`src/rtl/adc_result_store.sv`:
```
module adc_result_store #(
  parameter int SLOTS = 12,
  parameter int DW    = 16,
  localparam int IW   = $clog2(SLOTS)
) (
  input  logic            clk,
  input  logic            rst_n,
  input  logic            fifo_en,
  input  logic            wr_stb,
  input  logic [IW-1:0]   wr_idx,
  input  logic [DW-1:0]   wr_data,
  input  logic            rd_stb,
  input  logic [IW-1:0]   rd_idx,
  input  logic            pk_rd_stb,
  output logic [DW-1:0]   rd_data,
  output logic [2*DW-1:0] pk_data,
  output logic [SLOTS-1:0] res_flag,
  output logic            ovf,
  output logic            unf
);
  localparam logic [IW-1:0] LAST = IW'(SLOTS - 1);

  logic [DW-1:0]    slot_q [SLOTS];
  logic [SLOTS-1:0] flag_q;
  logic [IW-1:0]    wp_q, rp_q;

  wire rd_ok   = 32'(rd_idx) < SLOTS;
  wire wr_ok   = 32'(wr_idx) < SLOTS;
  wire dir_rd  = !fifo_en && rd_stb && rd_ok;
  wire dir_wr  = !fifo_en && wr_stb && wr_ok;

  wire [IW-1:0] rp1  = rp_q + 1'b1;
  wire pair_ok       = flag_q[rp_q] & flag_q[rp1];
  wire pk_take       = fifo_en && pk_rd_stb && pair_ok;

  wire          do_wr = fifo_en ? wr_stb : dir_wr;
  wire [IW-1:0] wslot = fifo_en ? wp_q : wr_idx;

  logic [SLOTS-1:0] clr_m, set_m;
  always_comb begin
    clr_m = '0;
    if (dir_rd)  clr_m = SLOTS'(1) << rd_idx;
    if (pk_take) clr_m = (SLOTS'(1) << rp_q) | (SLOTS'(1) << rp1);
    set_m = do_wr ? (SLOTS'(1) << wslot) : '0;
  end

  wire ovf_d = do_wr && flag_q[wslot] && !clr_m[wslot];
  wire unf_d = (dir_rd && !flag_q[rd_idx]) || (fifo_en && pk_rd_stb && !pair_ok);

  always_ff @(posedge clk) begin
    if (!rst_n) begin
      for (int i = 0; i < SLOTS; i++) slot_q[i] <= '0;
      flag_q  <= '0;
      wp_q    <= '0;
      rp_q    <= '0;
      pk_data <= '0;
      ovf     <= 1'b0;
      unf     <= 1'b0;
    end else begin
      if (do_wr) slot_q[wslot] <= wr_data;
      flag_q <= (flag_q & ~clr_m) | set_m;
      if (pk_take) pk_data <= {slot_q[rp1], slot_q[rp_q]};
      if (!fifo_en) begin
        wp_q <= '0;
        rp_q <= '0;
      end else begin
        if (wr_stb)  wp_q <= (wp_q == LAST) ? '0 : wp_q + 1'b1;
        if (pk_take) rp_q <= (rp1 == LAST) ? '0 : rp1 + 1'b1;
      end
      ovf <= ovf_d;
      unf <= unf_d;
    end
  end

  assign rd_data  = rd_ok ? slot_q[rd_idx] : '0;
  assign res_flag = flag_q;
endmodule


```
`config.mk`:
```
export PLATFORM = sky130hd
export DESIGN_NAME = adc_result_store
export DESIGN_NICKNAME = d
export VERILOG_FILES = /design/src/rtl/adc_result_store.sv
export SDC_FILE = /design/constraint.sdc
export NUM_CORES = 1
export LEC_CHECK = 0
export ABC_CLOCK_PERIOD_IN_PS = 4200
export BUFFER_PORTS_ARGS = -buffer_cell sky130_fd_sc_hd__clkbuf_2
export CAP_MARGIN = 20
export CORE_ASPECT_RATIO = 1.5
export CORE_MARGIN = 2
export CORE_UTILIZATION = 61
export CTS_CLUSTER_SIZE = 25
export DETAILED_ROUTE_END_ITERATION = 8
export PLACE_DENSITY = 0.8
export SLEW_MARGIN = 30
export SYNTH_ARGS = -nofsm -noshare
export SYNTH_HDL_FRONTEND = slang
export SYNTH_SLANG_ARGS = --single-unit
export TNS_END_PERCENT = 5
```
`constraint.sdc`:
```
create_clock -name clk -period 4.2 [get_ports clk]
set_input_delay 0.84 -clock clk [delete_from_list [all_inputs] [get_ports clk]]
set_output_delay 0.84 -clock clk [all_outputs]
set_load 0.02 [all_outputs]
```
==> Word level (Yosys, flattened, before mapping) <==
Memory sizes are Yosys's and may differ from the RTL's. A register that Yosys moved wholly into a read port is not among the register bits.
Cells that the tools add are included.
{ "op_classes": {"addsub": 3, "mul": 0, "div_mod_pow": 0, "order_cmp": 6, "eq_ne": 2, "n_shift": 4, "mux": 25, "bitwise": 5, "n_reduce_logical": 19} }
{ "ops": {"columns": ["op", "n"], "rows": [
  ["left shift 1 x 4 -> 12 bit (first input constant)", 4],
  ["2-to-1 mux 12 bit", 3],
  ["2-to-1 mux 16 bit", 2],
  ["bitwise OR 12 bit", 2],
  ["binary-select mux 1 bit (select 4 bit)", 5],
  ["less-than comparator 4 x 5 -> 1 bit (second input constant)", 4],
  ["2-to-1 mux 4 bit", 4],
  ["OR reduction 16 bit", 1],
  ["adder 4 x 1 -> 4 bit (second input constant)", 3],
  ["bitwise AND 12 bit", 1],
  ["NOT 12 bit", 1],
  ["2-to-1 mux 1 bit", 11],
  ["logical AND 1 bit", 10],
  ["== test 4 bit (second input constant)", 2],
  ["less-than comparator 4 bit (second input constant)", 2],
  ["zero test 1 bit", 6],
  ["AND reduction 2 bit", 1],
  ["bitwise AND 1 bit", 1],
  ["logical OR 1 bit", 1]
]} }
{ "totals": {"ff_bits": 22, "latchBits": 0, "ram_bits": 192, "mem_bits_ro": 0, "inputBits": 30, "word_cells": 70, "memories": 1} }
{ "mem_list": {"columns": ["name", "words", "word_bits", "read_ports", "rd_ports_with_merged_regs", "write_ports", "line", "source"], "rows": [
  ["slot_q", 12, 16, 3, 2, 12, "23", "logic [DW-1:0] slot_q [SLOTS];"]
]} }

==> Logic depth before layout (Yosys ltp) <==
Gate-level depths: netlist of the first run.
{ "depth": {"depth_word": 10, "ltp_mapped": 10, "ltp_nobuf": 7} }

==> Worst setup path after synthesis of the first run <==
Ideal clock, no wire load.
{ "synth_path": {"path_type": "input -> register", "startpoint": "in rst_n", "endpoint": "mem slot_q[7][0] (enable)", "setup_ns": 0.411, "t_arrival_ns": 2.871, "slack_ns": 0.917, "cell_stages": 6, "path_buffers": 2, "path_cell_list": "clkbuf_1 nand2_1 a21oi_1 nand2b_1 buf_2 o21ai_0"} }
{ "synth_rtl": {"columns": ["element", "line", "source"], "rows": [
  ["start, declared", "7", "input logic rst_n,"],
  ["end, declared", "23", null]
]} }

==> Worst setup path after layout of the first run <==
{ "layout_path": {"startpoint": "in rd_idx[1]", "endpoint": "out rd_data[9]"} }
{ "layout_via": {"elab_chain_len": 2, "elab_cells_between_ends": 3, "cone_classes": "1 x order compare; 1 x mux; 1 x memory"} }
{ "layout_lines": {"columns": ["element", "line", "source"], "rows": [
  ["start, declared", "13", "input logic [IW-1:0] rd_idx,"],
  ["memory (12 x 16 bit) or less-than comparator 4 bit (tied branches)", null, null],
  ["2-to-1 mux 16 bit (*)", "75", "assign rd_data = rd_ok ? slot_q[rd_idx] : '0;"],
  ["end, declared", "15", "output logic [DW-1:0] rd_data,"]
]} }
Mark *: on every way between the ends. The rest lies on a longest branch, timed or not.

==> impl_metrics.json, run 1 <==
{
  "grt_overflow": 0,
  "htree_num_levels": 1,
  "hp-class": "flop to flop",
  "hold_start": "pk_data[7]$_SDFFE_PN0N_",
  "wirelength_mm": 43.0,
  "vias_per_cell": 6.72,
  "ios": 92,
  "syn_avg_cell_area_um2": 14.2,
  "fillers": 1605,
  "regToRegStartpoint": "rp_q[1]$_SDFFE_PN0N_",
  "synthesis.nets": 1103,
  "post-route-period-util": 0.850,
  "die_h_um": 197,
  "vdd_drop_max_v": 0.000378,
  "arrival_ns": 2.73,
  "clockBufferDepth": 3,
  "path_class": "input port to primary output",
  "rsz0062_at_grt": "no",
  "cts.sinks": 309,
  "dieArea_um2": 26200,
  "synth_edf_count": 256,
  "dp_cells": 1440,
  "cap_violations": 0,
  "avgRoutedWirePerCell_um": 28.8,
  "synthCells": 1067,
  "mostFrequentLayoutCell": "edfxtp_1",
  "root_buffer": "clkbuf_16",
  "cts_setup_buffers": 0,
  "drtAntennaViolNets": 0,
  "max_slew_margin": 0.332,
  "required_ns": 3.36,
  "p_per_area_nw_per_um2": 380,
  "initial_core_util": 0.621,
  "hold_ws_ns": 0.501,
  "route.detailed.drc": 0,
  "setup.worst_path.start": "rd_idx[1]",
  "final_util": 0.696,
  "skew_ns": 0.0115,
  "track_usage": 0.337,
  "synthArstFlopShare": 0,
  "setup_viol": 0,
  "area_delta_synth_final_pct": 12.2,
  "die_w_um": 133,
  "ys_ff_latch": 309,
  "hpwlAfterDp_mm": 28.2,
  "synth_ff_type": "edfxtp_1",
  "tightest_slew_ns": 1.00,
  "end_kind": "primary output",
  "period_minus_slack_ns": 3.57,
  "synth.distinct_cells": 50,
  "fmax_mhz": 280,
  "fin_nets": 1182,
  "grt_pass1_wl_mm": 63.6,
  "grt_pass1_vias": 10100,
  "cts_buffers": 28,
  "antenna_found_initial": 1,
  "drive_above_1_share": 0.289,
  "path_max_fanout": 28,
  "vias": 10000,
  "grt_max_degree": 54,
  "dr.pass1.iters": 7,
  "clock_latency_ns": 0.56,
  "slew_violations": 0,
  "coreArea_um2": 24400,
  "cts_hold_buffers": 0,
  "syn-cell-area_um2": 15200,
  "power_uw": 6470,
  "place_congestion": 0.931,
  "clk_pin_slew_ns": 0.06,
  "port_buffers": 91,
  "ys_warn_count": 0,
  "fin_tns_setup_ns": 0,
  "num_rows": 70,
  "drtIter0Drc": 853,
  "p_leak_uw": 0.00648,
  "finalHoldViolations": 0,
  "fin_cells": 1493,
  "cp-start-kind": "input port",
  "ys_seq_area_frac": 0.577,
  "cts_tree": "yes",
  "cts_resized": 0,
  "most-common-layout-cells": "edfxtp_1 (256), and2_1 (194), mux4_2 (119), clkbuf_2 (90), nand2_1 (78)",
  "status": "finished clean"
}
==> flip-flops by register name (all words and copies together), names as in the netlist <==
name,flops
res_flag,12
pk_data,32
unf,1
rp_q,3
slot_q,256
wp_q,4
ovf,1
==> worst paths after layout <==
path	endpoint	slack, ns	cells past startpoint
hold reg to reg	pk_data[7]$_SDFFE_PN0N_	0.50	1
setup reg to reg	pk_data[24]$_SDFFE_PN0N_	1.16	7
hold / removal	pk_data[7]$_SDFFE_PN0N_	0.50	1
setup / recovery	rd_data[9]	0.63	6
==> kinds of logic (layout without fill, tap and decap cells) <==
| group | Yosys count | count (layout) | share of synthesized area |
|---|---|---|---|
| simple gates | 365 | 365 | 0.130 |
| flops | 309 | 309 | 0.577 |
| mux | 141 | 141 | 0.192 |
| compound gates | 123 | 123 | 0.0611 |
| buf+inv | 119 | 220 | 0.0329 |
| fa+ha+maj | 6 | 6 | 0.00495 |
| xor+xnor | 4 | 4 | 0.00231 |
| other cells | 0 | 1 | 0 |
==> critical path: stages <==
cell      delay (ns)
buf_4           0.51
buf_4           0.34
mux4_2          0.53
mux2i_1         0.15
o22ai_1         0.15
clkbuf_2        0.19
==> layer usage <==
metal	track usage	vias to the layer above	wire, um
met4	0.276	2	4000
met1	0.392	5072	14100
met2	0.565	594	21600
met3	0.0405	155	3330
li1	-	4204	-
met5	0	-	11
==> where the power goes <==
part           switching [uW]  total, uW  internal [uW]
Combinational             312        502            190
Clock                    1120       2530           1410
Sequential               49.4       3440           3390
==> final cells by class <==
cell class | instances | area [um2] | area share
Timing Repair Buffer | 141 | 858 | 0.0504
Multi-Input combinational cell | 639 | 5980 | 0.352
Tap cell | 324 | 405 | 0.0238
Clock inverter | 10 | 56.3 | 0.00331
Antenna cell | 1 | 2.50 | 0.000147
Inverter | 27 | 101 | 0.00596
Clock buffer | 42 | 856 | 0.0503
Sequential cell | 309 | 8760 | 0.514
==> cells in the mapped netlist (2+ instances only) <==
cell / instances / area (um2)
a21oi_1: 9 / 45.0
or2_2: 3 / 18.8
mux2i_1: 19 / 190
o211a_1: 32 / 320
inv_1: 25 / 93.8
mux2_2: 2 / 22.5
nor2b_1: 3 / 18.8
nor2_1: 27 / 101
a221oi_1: 2 / 17.5
nor4_1: 2 / 12.5
a211oi_1: 2 / 15.0
a31oi_1: 2 / 12.5
o21ai_0: 31 / 155
mux4_2: 119 / 2680
nand2_1: 78 / 293
and2_1: 195 / 1220
dfxtp_1: 53 / 1060
nand3b_1: 3 / 22.5
or3_1: 2 / 12.5
clkbuf_1: 62 / 233
ha_1: 6 / 75.1
buf_2: 24 / 120
xnor2_1: 4 / 35.0
edfxtp_1: 256 / 7690
nand3_1: 37 / 185
o22ai_1: 29 / 181
buf_4: 4 / 30.0
nand2b_1: 9 / 56.3
nor3_1: 3 / 15.0
a32oi_2: 4 / 65.1
==> through the flow <==
step | setup slack, ns | instance area [um2]
6_report | 0.632 | 17000
3_3_place_gp | 0.664 | 16100
3_5_place_dp | 0.663 | 16100
5_1_grt | 0.531 | 17000
2_1_floorplan | 0.917 | 15200
4_1_cts | 0.629 | 17000
(Power assumes the default switching activity.)
==> run 2, diff against run 1 <==
--- a/config.mk
+++ b/config.mk
@@ -5,15 +5,15 @@
 export SDC_FILE = /design/constraint.sdc
 export NUM_CORES = 1
 export LEC_CHECK = 0
-export ABC_CLOCK_PERIOD_IN_PS = 4200
+export ABC_CLOCK_PERIOD_IN_PS = 3130
 export BUFFER_PORTS_ARGS = -buffer_cell sky130_fd_sc_hd__clkbuf_2
 export CAP_MARGIN = 20
 export CORE_ASPECT_RATIO = 1.5
 export CORE_MARGIN = 2
-export CORE_UTILIZATION = 61
+export CORE_UTILIZATION = 55
 export CTS_CLUSTER_SIZE = 25
 export DETAILED_ROUTE_END_ITERATION = 8
-export PLACE_DENSITY = 0.8
+export PLACE_DENSITY = 0.76
 export SLEW_MARGIN = 30
 export SYNTH_ARGS = -nofsm -noshare
 export SYNTH_HDL_FRONTEND = slang
==> constraint.sdc (replaced) <==
create_clock -name clk -period 3.13 [get_ports clk]
set_input_delay 0.626 -clock clk [delete_from_list [all_inputs] [get_ports clk]]
set_output_delay 0.626 -clock clk [all_outputs]
set_load 0.02 [all_outputs]
==> run 2 against run 1 <==
  * Sequential share of layout area decreased by 1.3 points
  * Clock skew increased by 0.0081 ns
  * Setup slack got worse by 0.40 ns
  * Largest power group unchanged
  * Non-clock buffer count increased by 25
==> impl_metrics.json, run 2 (same netlist as run 1, synthesis figures left out) <==
{
  "status": "finished clean",
  "placed_cell_area_um2": 16400,
  "post-route-period-util": 0.925,
  "place_congestion": 0.911,
  "htree_num_levels": 1,
  "largest_reg_flops": 256,
  "r2r-end": "pk_data[9]$_SDFFE_PN0N_",
  "cts.sinks": 309,
  "slowest_delay_ns": 0.51,
  "end_kind": "primary output",
  "grt_overflow": 0,
  "cp_cell_sequence": "buf_4, buf_12, mux4_2, mux2i_1, o22ai_1, clkbuf_2",
  "max_slew_margin": 0.286,
  "fillers": 2018,
  "period_minus_slack_ns": 2.90,
  "antenna_found_initial": 0,
  "cts_hold_buffers": 0,
  "fmax_mhz": 345,
  "arrival_ns": 2.27,
  "p_leak_uw": 0.00670,
  "dieArea_um2": 29000,
  "drtIter0Drc": 1071,
  "slowest_stage": "mux4_2",
  "path_class": "input port to primary output",
  "tightest_slew_ns": 1.07,
  "ios": 92,
  "fin_nets": 1208,
  "initial_core_util": 0.557,
  "final_cell_area_um2": 17500,
  "grt_pass1_wl_mm": 66.8,
  "die_h_um": 207,
  "antenna_cells": 0,
  "track_usage": 0.314,
  "vias_per_cell": 6.71,
  "cts_setup_buffers": 0,
  "required_ns": 2.50,
  "grt_pass1_vias": 10300,
  "holdPathEnd": "wp_q[2]$_SDFFE_PN0P_",
  "cts_buffers": 29,
  "wirelength_mm": 45.3,
  "cts_tree": "yes",
  "clock_latency_ns": 0.59,
  "root_buffer": "clkbuf_16",
  "r2r_setup_slack_ns": 0.76,
  "path_max_fanout": 12,
  "fin_tns_setup_ns": 0,
  "drive_above_1_share": 0.305,
  "clockBufferDepth": 3,
  "clk_pin_slew_ns": 0.06,
  "vias": 10300,
  "dr.pass1.iters": 6,
  "rsz0062_at_grt": "no",
  "vdd_drop_max_v": 0.000528,
  "die_w_um": 140,
  "coreArea_um2": 27200,
  "mostFrequentLayoutCell": "edfxtp_1",
  "regToRegStartpoint": "res_flag[4]$_SDFF_PN0_",
  "hold_ws_ns": 0.394,
  "num_rows": 74,
  "final_util": 0.642,
  "hold_start": "wr_stb",
  "cp-start-kind": "input port",
  "setup_viol": 0,
  "power_uw": 9160,
  "port_buffers": 91,
  "route.detailed.drc": 0,
  "finalHoldViolations": 0,
  "skew_ns": 0.0196,
  "slew_violations": 0,
  "drtAntennaViolNets": 0,
  "hold_depth": 3,
  "cts_resized": 0,
  "largest_register": "slot_q",
  "p_per_area_nw_per_um2": 524,
  "area_delta_synth_final_pct": 15.1,
  "avgRoutedWirePerCell_um": 29.5,
  "hpwlAfterDp_mm": 30.3,
  "cap_violations": 0,
  "grt_max_degree": 72,
  "hp-class": "input port to flop",
  "most-common-layout-cells": "edfxtp_1 (256), and2_1 (194), mux4_2 (119), clkbuf_2 (90), nand2_1 (78)",
  "reg2regPathDepth": 7
}
run 2: cell types whose count changed in the layout (fill, tap and decap cells not counted), moves of 2 or more:
| cell | change |
|---|---|
| nor2_1 | +2 |
| buf_4 | +15 |
| clkbuf_8 | -6 |
| nor2_2 | -2 |
| inv_6 | +4 |
| buf_12 | +10 |
| bufinv_16 | +6 |
| clkbuf_1 | -2 |
run 2: cell type report:
type | count | area (um2) | area share
clock buffers | 33 | 741 | 0.0424
clock inverters | 21 | 292 | 0.0167
repair buffers | 166 | 1170 | 0.0670
flip-flops and latches | 309 | 8760 | 0.501
multi-input cells | 639 | 5980 | 0.342
inverters | 27 | 101 | 0.00580
well taps | 342 | 428 | 0.0245
run 2: worst max-delay path, delay by kind of cell:
| kind | cells | cell delay [ns] |
|---|---|---|
| AOI/OAI and AO/OA | 1 | 0.21 |
| buffers and inverters | 3 | 0.71 |
| muxes | 2 | 0.70 |
run 2: per-layer routing:
metal | GRT usage | wire length (um) | up-vias
met2 | 0.530 | 22800 | 704
met4 | 0.192 | 3230 | 0
li1 | - | - | 4267
met3 | 0.0494 | 3960 | 157
met1 | 0.382 | 15300 | 5180
met5 | 0 | 0 | -
run 2: worst max path at each step:
stage | from | to | slack [ns]
floorplan | rst_n | slot_q[7][0]$_SDFFCE_PN0P_ | 0.06
global placement | rd_idx[1] | rd_data[9] | 0.34
detailed placement | rd_idx[1] | rd_data[9] | 0.28
CTS | rd_idx[1] | rd_data[9] | 0.26
global route | rd_idx[1] | rd_data[9] | 0.21
finish | rd_idx[1] | rd_data[9] | 0.23
run 2: report_power, final:
part | internal (uW) | switching [uW]
registers | 4550 | 74.7
logic | 282 | 418
clock network | 2220 | 1610
total | 7050 | 2100
run 2: through the flow:
stage / setup WS (ns) / cells
after floorplan: 0.0613 / 1067
after global placement: 0.337 / 1483
after detailed placement: 0.280 / 1483
after CTS: 0.259 / 1537
after global routing: 0.209 / 1537
final: 0.235 / 1537
==> run 3, diff against run 2 <==
==> constraint.sdc (replaced) <==
create_clock -name clk -period 3.13 [get_ports clk]
set_input_delay 0.626 -clock clk [delete_from_list [all_inputs] [get_ports clk]]
set_output_delay 0.626 -clock clk [all_outputs]
set_load 0.01 [all_outputs]
==> run 3 against run 2 <==
  * Clock-buffer cell count grew 7
  * Non-clock buffer count is the same
  * Clock skew decreased by 0.0072 ns
  * Sequential share of layout area is essentially flat
  * Critical path type unchanged
  * Largest power group unchanged
  * Highest routed layer unchanged
==> impl_metrics.json, run 3 (same netlist as run 1, synthesis figures left out) <==
{
  "status": "finished clean",
  "grt_pass1_wl_mm": 66.0,
  "end_kind": "primary output",
  "drive_above_1_share": 0.309,
  "track_usage": 0.313,
  "largest_register": "slot_q",
  "largest_reg_flops": 256,
  "clk_pin_slew_ns": 0.06,
  "path_max_fanout": 15,
  "avgRoutedWirePerCell_um": 29.3,
  "fmax_mhz": 349,
  "seqCellArea_um2": 8760,
  "reg2regPathDepth": 7,
  "cp_cell_sequence": "clkbuf_2, buf_4, mux4_2, mux2i_1, o22ai_1, clkbuf_2",
  "p_leak_uw": 0.00671,
  "clock_latency_ns": 0.59,
  "finalHoldViolations": 0,
  "fillers": 2000,
  "mostFrequentLayoutCell": "edfxtp_1",
  "htree_num_levels": 1,
  "setup_viol": 0,
  "skew_ns": 0.0124,
  "slowest_delay_ns": 0.42,
  "port_buffers": 91,
  "period_minus_slack_ns": 2.87,
  "hp-class": "input port to flop",
  "ios": 92,
  "drtAntennaViolNets": 0,
  "slew_violations": 0,
  "crit_path_frequent_cell": "clkbuf_2",
  "cts_resized": 0,
  "antenna_found_initial": 0,
  "die_w_um": 140,
  "most-common-layout-cells": "edfxtp_1 (256), and2_1 (194), mux4_2 (119), clkbuf_2 (90), nand2_1 (78)",
  "path_class": "input port to primary output",
  "dr.pass1.iters": 5,
  "num_rows": 74,
  "vias": 10200,
  "post-route-period-util": 0.915,
  "cts_tree": "yes",
  "cts.sinks": 309,
  "clockBufferDepth": 3,
  "cts_setup_buffers": 0,
  "slowest_stage": "clkbuf_2",
  "fin_tns_setup_ns": 0,
  "cap_violations": 0,
  "cp-start-kind": "input port",
  "cp.depth": 6,
  "hold_depth": 3,
  "required_ns": 2.50,
  "grt_max_degree": 66,
  "dieArea_um2": 29000,
  "place_congestion": 0.959,
  "arrival_ns": 2.24,
  "initial_core_util": 0.557,
  "rsz0062_at_grt": "no",
  "cts_buffers": 29,
  "vias_per_cell": 6.64,
  "power_uw": 8930,
  "grt_overflow": 0,
  "cp_num_buf_inv": 3,
  "die_h_um": 207,
  "cts_hold_buffers": 0,
  "drtIter0Drc": 1126,
  "tightest_slew_ns": 0.752,
  "wirelength_mm": 45.1,
  "hpwlAfterDp_mm": 30.2,
  "vdd_drop_max_v": 0.000597,
  "area_delta_synth_final_pct": 15.1,
  "p_per_area_nw_per_um2": 512,
  "fin_nets": 1208,
  "coreArea_um2": 27200,
  "multi_input_area_um2": 5980,
  "grt_pass1_vias": 10200,
  "cp_top_family": "buffers and inverters",
  "max_slew_margin": 0.499,
  "route.detailed.drc": 0,
  "root_buffer": "clkbuf_16"
}
## run 3: final cells by class
type / instances / share of cell area
tap: 342 / 0.0245
clock buffer: 40 / 0.0504
sequential: 309 / 0.502
multi-input combinational: 639 / 0.343
antenna: 1 / 0.000143
timing repair buffer: 166 / 0.0685
inverter: 27 / 0.00581
clock inverter: 14 / 0.00645
## run 3: worst min-delay path: stages
cell and delay (ns):
clkbuf_2 0.15, nand3_1 0.09, a21oi_1 0.06
## run 3: worst paths after layout
kind | startpoint | end | slack (ns)
hold / removal | wr_stb | wp_q[2]$_SDFFE_PN0P_ | 0.39
setup reg to reg | res_flag[7]$_SDFF_PN0_ | pk_data[8]$_SDFFE_PN0N_ | 0.58
setup / recovery | rd_idx[0] | rd_data[2] | 0.26
hold reg to reg | pk_data[31]$_SDFFE_PN0N_ | pk_data[31]$_SDFFE_PN0N_ | 0.50
## run 3: through the flow
| step | area, um2 | utilization | hold WS (ns) | instances | setup WS, ns |
|---|---|---|---|---|---|
| 6_report | 17500 | 0.641 | 0.393 | 1538 | 0.265 |
| 5_1_grt | 17500 | 0.641 | 0.396 | 1537 | 0.234 |
| 4_1_cts | 17500 | 0.641 | 0.388 | 1537 | 0.328 |
| 3_5_place_dp | 16500 | 0.605 | 0.487 | 1483 | 0.346 |
| 3_3_place_gp | 16500 | 0.605 | 0.480 | 1483 | 0.335 |
| 2_1_floorplan | 15200 | - | 0.492 | 1067 | 0.0613 |
## run 3: report_power, final
part           internal (uW)  switching (uW)  total, uW
combinational            280             396        677
sequential              4550            74.8       4620
clock                   2000            1630       3630
total                   6830            2100       8930
## run 3: per-layer routing
metal  global-route usage  vias up  wire length, um
met5                    0        -                0
met1                0.390     5093            14800
met4                0.200        0             3420
met2                0.518      706            22500
li1                     -     4260                -
met3               0.0394      155             4320
